## config.mk

```make
export PLATFORM = sky130hd
export DESIGN_NAME = ratio_clk_div
export DESIGN_NICKNAME = d
export VERILOG_FILES = /design/src/rtl/ratio_clk_div.sv
export SDC_FILE = /design/constraint.sdc
export NUM_CORES = 1
export LEC_CHECK = 0
export BUFFER_PORTS_ARGS = -buffer_cell sky130_fd_sc_hd__clkbuf_2
export CAP_MARGIN = 20
export CORE_MARGIN = 1
export CORE_UTILIZATION = 25
export DETAILED_ROUTE_END_ITERATION = 8
export PLACE_DENSITY = 0.45
export SLEW_MARGIN = 20
export SYNTH_ARGS = -nofsm -noshare
export SYNTH_HDL_FRONTEND = slang
export SYNTH_SLANG_ARGS = --single-unit
```

## constraint.sdc

```tcl
create_clock -name clk -period 1.7 [get_ports clk]
set_input_delay 0.17 -clock clk [delete_from_list [all_inputs] [get_ports clk]]
set_output_delay 0.17 -clock clk [all_outputs]
set_load 0.005 [all_outputs]
```

## src/rtl/ratio_clk_div.sv

```systemverilog
module ratio_clk_div #(
  parameter int MODE   = 0,
  parameter int CODE_W = 3,
  parameter int DIV_W  = 6
) (
  input  logic              clk,
  input  logic              rst_n,
  input  logic              gate_en,
  input  logic [CODE_W-1:0] div_code,
  output logic              clk_o,
  output logic              stb_o
);
  localparam logic [DIV_W-1:0] ONE = DIV_W'(1);

  function automatic logic [DIV_W-1:0] ratio_of(input logic [CODE_W-1:0] c);
    logic [DIV_W-1:0] k;
    logic             low2;
    k    = DIV_W'(c) + ONE;
    low2 = (c < CODE_W'(2));
    case (MODE)
      0:       return low2 ? DIV_W'(2) : k;
      1:       return k << 1;
      2:       return low2 ? DIV_W'(4) : (k << 1);
      default: return k << 2;
    endcase
  endfunction

  logic [DIV_W-1:0] cnt, cur_d;
  logic             run;

  wire [DIV_W-1:0] cnt_nx = cnt + ONE;
  wire             wrap   = !run || (cnt == cur_d - ONE);

  always_ff @(posedge clk) begin
    if (!rst_n) begin
      cnt   <= '0;
      cur_d <= ratio_of('0);
      run   <= 1'b0;
      clk_o <= 1'b0;
      stb_o <= 1'b0;
    end else if (!gate_en) begin
      cnt   <= '0;
      run   <= 1'b0;
      clk_o <= 1'b0;
      stb_o <= 1'b0;
    end else if (wrap) begin
      cnt   <= '0;
      cur_d <= ratio_of(div_code);
      run   <= 1'b1;
      clk_o <= 1'b1;
      stb_o <= 1'b1;
    end else begin
      cnt   <= cnt_nx;
      clk_o <= (cnt_nx < (cur_d >> 1));
      stb_o <= 1'b0;
    end
  end
endmodule

```

After elaboration in Yosys (flattened, before gate mapping)
Index checks and enable logic that the tools add are counted.

word-level totals
  flip-flop bits (word level) = 15
  bits in latches = 0
  bits in writable memories = 0
  bits in read-only memories = 0
  input port bits = 6
  output and inout bits = 2
  logic and storage cells = 21
  memories = 0

operators by class
  add/sub/neg operators = 3
  multiply operators = 0
  divide/modulo/power cells = 0
  order comparisons = 2
  eq/ne operators = 1
  shifts and indexed selects = 0
  mux-type cells = 3
  bitwise gates (word level) = 2
  reduce and logical (&&, ||, !) cells = 5

operators by type and width
  operator                                                     count
  adder 6 x 1 -> 6 bit (second input constant)                 1
  equality test 6 bit                                          1
  less-than comparator 6 x 5 -> 1 bit                          1
  subtractor 6 x 1 -> 6 bit (second input constant)            1
  adder 3 x 1 -> 4 bit (second input constant)                 1
  2-to-1 mux 4 bit                                             1
  AND reduction 2 bit                                          2
  less-than comparator 3 x 2 -> 1 bit (second input constant)  1
  OR reduction 3 bit                                           1
  2-to-1 mux 1 bit                                             2
  NOT 1 bit                                                    2
  zero test 1 bit                                              1
  logical OR 1 bit                                             1

Longest topological paths before layout
  depth after elaboration = 4
  gate-level depth with buffers = 7

Worst setup path before layout
Ideal clock, no wire load.

  path kind = reg2reg
  start point = reg cur_d[0]
  end point = reg cur_d[0]
  setup time = 0.072 ns
  data arrival time = 1.759 ns
  required time = 1.628 ns
  setup slack = -0.131 ns
  stages on the path, launching flop included = 8
  buffers on the path = 0
  clock period less this slack = 1.831 ns
  path through = dfxtp_1 inv_1 ha_1 o21ba_1 a221oi_2 o2111ai_2 a21boi_4 mux2i_1

between the ends
  word-level cells in the longest chain between the ends = 4

ends and longest elaborated chain
  element                               line  text
  start, declared                       28    logic [DIV_W-1:0] cnt, cur_d;
  start signal, assigned                37    cur_d <= ratio_of('0);
  start signal, assigned                48    cur_d <= ratio_of(div_code);
  subtractor 6 x 1 -> 6 bit             32    wire wrap = !run || (cnt == cur_d - ONE);
  equality test 6 bit                   32
  logical OR 1 bit                      32
  AND reduction 2 bit (no source line)  n/a

Every way passes these cells.
A chain may end at the register's enable or synchronous reset.

Worst setup path after layout
  start point = reg cur_d[0]
  end point = reg clk_o

between the ends
  word-level cells in the longest chain between the ends = 4

ends and longest elaborated chain
  element                    line  text
  subtractor 6 x 1 -> 6 bit  32
  equality test 6 bit        32
  logical OR 1 bit           32
  2-to-1 mux 1 bit           46    end else if (wrap) begin
  end signal, assigned       54    clk_o <= (cnt_nx < (cur_d >> 1));
  end, declared              10    output logic clk_o,

Every way passes these cells.

==> impl_metrics.env <==
export IMPL_status="finished, violations left"
export IMPL_violations="setup timing"
export IMPL_min_delay_start="div_code[2]"
export IMPL_clock_path_buffers=2
export IMPL_start_util_pct=26.98
export IMPL_nFillCells=306
export IMPL_peakVddDrop_uv=402.0
export IMPL_ys_seq_area_share_pct=34.38
export IMPL_synthCells=86
export IMPL_drv_slew=0
export IMPL_r2r_end="clk_o$_SDFF_PN0_"
export IMPL_synth_edf_count=0
export IMPL_cp_top_family="compound AO/OA/AOI/OAI gates"
export IMPL_required_ps=1900
export IMPL_regToRegSetupSlack_ps=-6
export IMPL_seq_area_um2=264.0
export IMPL_whs_ps=179.1
export IMPL_final_core_util_pct=32.87
export IMPL_dr_pass1_iters=4
export IMPL_clock_fmax_ghz=0.5862
export IMPL_final_cell_mix="dfxtp_1, nand2_1, buf_4"
export IMPL_crit_slowest_cell="dfxtp_2"
export IMPL_ctsHoldBuffers=0
export IMPL_coreArea_um2=2805
export IMPL_clk_latency_ps=280
export IMPL_setup_tns_ps=-5.781
export IMPL_pwr_share_clk_pct=31.1
export IMPL_path_cells="inv_2, ha_4, o21ba_1, a221oi_2, o2111ai_2, buf_4, buf_4, a31oi_1"
export IMPL_fp_row_count=19
export IMPL_clk_pin_slew_ps=80
export IMPL_drtAntennaViolNets=0
export IMPL_die_area_um2=3252
export IMPL_hp_class="input pin to flip-flop"
export IMPL_r2r_start="cur_d[0]$_SDFFE_PN0P_"
export IMPL_pwr_share_comb_pct=17.7
export IMPL_setup_ws_ps=-5.781
export IMPL_total_power_uw=633.9
export IMPL_p_int_uw=461.1
export IMPL_post_synth_num_cell_types=29
export IMPL_routed_wl_mm=1.523
export IMPL_path_common_cell="buf_4"
export IMPL_rsz0062_at_grt="yes"
export IMPL_synth_fp_nets=97
export IMPL_grt_max_degree=10
export IMPL_finalCritPeriodShare_pct=100.3
export IMPL_first_iter_violations=15
export IMPL_cellPowerDensity_nw_per_um2=687.4
export IMPL_final_setup_skew_ps=1.038
export IMPL_period_needed_ps=1706
export IMPL_cp_depth=8
export IMPL_grt_antenna_before_repair=0
export IMPL_routedWlPerCell_um=11.54
export IMPL_switchingPower_uw=172.8
export IMPL_clockRootBuffer="clkbuf_4"
export IMPL_grt_pass1_wl_mm=2.801
export IMPL_mostFrequentLayoutCell="dfxtp_1"
export IMPL_critPathKind="flip-flop to flip-flop"
export IMPL_diodes=0
export IMPL_crit_fanout=4
export IMPL_endpoint="clk_o$_SDFF_PN0_"
export IMPL_ys_flop_type="dfxtp_1"
export IMPL_ios=8
export IMPL_r2r_cells=8
export IMPL_grt_util_all_layers_pct=11.22
export IMPL_viasPerCell=4.689
export IMPL_cts_tree="done"
export IMPL_path_buf_inv=3
export IMPL_startpoint_type="flip-flop"
export IMPL_nets=113
export IMPL_slowest_delay_ps=350
export IMPL_final_cells=132
export IMPL_cts_buffers_inserted=3
export IMPL_overflow=0
export IMPL_htree_num_levels=1
export IMPL_hold_viol_final=0
export IMPL_dpl_cell_area_um2=870.8
export IMPL_maxCapViolations=0
export IMPL_cts_sinks=13
export IMPL_relSlewSlack_pct=80.46
export IMPL_crit_path_end_kind="flip-flop"
export IMPL_hpwl_mm=1.175
export IMPL_gp_congestion=0.7004
export IMPL_yosysWarnings=0
export IMPL_port_buffers=7
export IMPL_synthArstFlopShare_pct=0
export IMPL_drc_errors=0
export IMPL_switching_share_pct=27.26
export IMPL_synth_seq_cells=13
export IMPL_multi_input_area_um2=474.2
export IMPL_yosys_area_top_type="dfxtp_1"
export IMPL_critPathArrivalTime_ps=1910
export IMPL_seqPwrFrac_pct=51.2
export IMPL_grt_pass1_vias=616
export IMPL_cp_startpoint="cur_d[0]$_SDFFE_PN0P_"
export IMPL_tightest_slew_ps=290.4
export IMPL_setup_viol=1
export IMPL_preCtsSetupSlack_ps=-45.09
export IMPL_syn_cell_area_um2=757.0
export IMPL_synth_top_area_share_pct=34.38
export IMPL_die_y_um=57.03
export IMPL_dr_total_vias=619
export IMPL_drive_above_1_share_pct=30.69
export IMPL_design_area_um2=922.1
export IMPL_die_x_um=57.03
export IMPL_syn_area_per_cell_um2=8.802
export IMPL_dp_cells=127
export IMPL_power_leakage_nw=0.3854
export IMPL_area_growth_pct=21.82
export IMPL_synth_area_leaders="dfxtp_1, ha_1, xnor2_1"
worst min path at each step:
stage,cells past startpoint,slack (ps),to
floorplan,2,330,cur_d[3]$_SDFFE_PN0P_
global placement,2,480,cur_d[0]$_SDFFE_PN0P_
detailed placement,2,460,cur_d[0]$_SDFFE_PN0P_
CTS,3,190,cur_d[3]$_SDFFE_PN0P_
global route,3,210,cur_d[3]$_SDFFE_PN0P_
finish,3,180,cur_d[3]$_SDFFE_PN0P_
flip-flops by register name (all words and copies together), names as in the netlist:
signal	count
run	1
cur_d	4
stb_o	1
clk_o	1
cnt	6
cells by family after synthesis:
family	synth area share, %
flip-flops	34.38
AND/OR/NAND/NOR	22.31
adder cells (fa/ha/maj)	8.264
AO/OA/AOI/OAI	12.89
multiplexers	5.289
XOR/XNOR	11.57
buffers and inverters	5.288
layout make-up:
type	count	share of cell area, %
Timing Repair Buffer	15	10.31
Clock inverter	1	0.5427
Clock buffer	3	2.442
Tap cell	31	4.206
Inverter	6	2.442
Multi-Input combinational cell	63	51.42
Sequential cell	13	28.63
cells in the mapped netlist (2+ instances only):
cell,n
mux2i_1,4
o21ai_0,2
nand2_1,9
clkbuf_1,2
nor4_1,2
inv_1,6
a21oi_1,3
dfxtp_1,13
nor3b_1,2
nor2_1,4
xor2_1,4
nand3_1,5
xnor2_1,6
nor3_1,5
ha_1,5
power by group through the flow:
| stage | sequential, mW | combinational (mW) | clock [mW] |
|---|---|---|---|
| after floorplan | 0.332 | 0.0660 | 0 |
| after global placement | 0.331 | 0.105 | 0 |
| after detailed placement | 0.331 | 0.105 | 0 |
| after CTS | 0.325 | 0.110 | 0.201 |
| after global routing | 0.326 | 0.128 | 0.220 |
| final | 0.325 | 0.112 | 0.197 |
routing by layer:
metal / track usage [%] / routed length [µm] / share of wire [%]
met2: 16.30 / 690 / 45
met3: 2.041 / 56 / 3.7
met4: 6.272 / 16 / 1.1
met5: 0 / 0 / 0
met1: 15.62 / 760 / 50
worst min-delay path: stages:
cell and delay, ps:
clkbuf_2 100, nand4_1 70, mux2i_1 70
what timing repair did:
| item | 4_1_cts | 5_1_grt |
|---|---|---|
| gates cloned | 0 | 0 |
| gates resized for setup | 3 | 3 |
| hold endpoints to repair | 0 | 0 |
| buffers inserted | 0 | 1 |
| endpoints found under the setup margin | 4 | 11 |
Note: power is estimated with default switching activity, not from simulation.
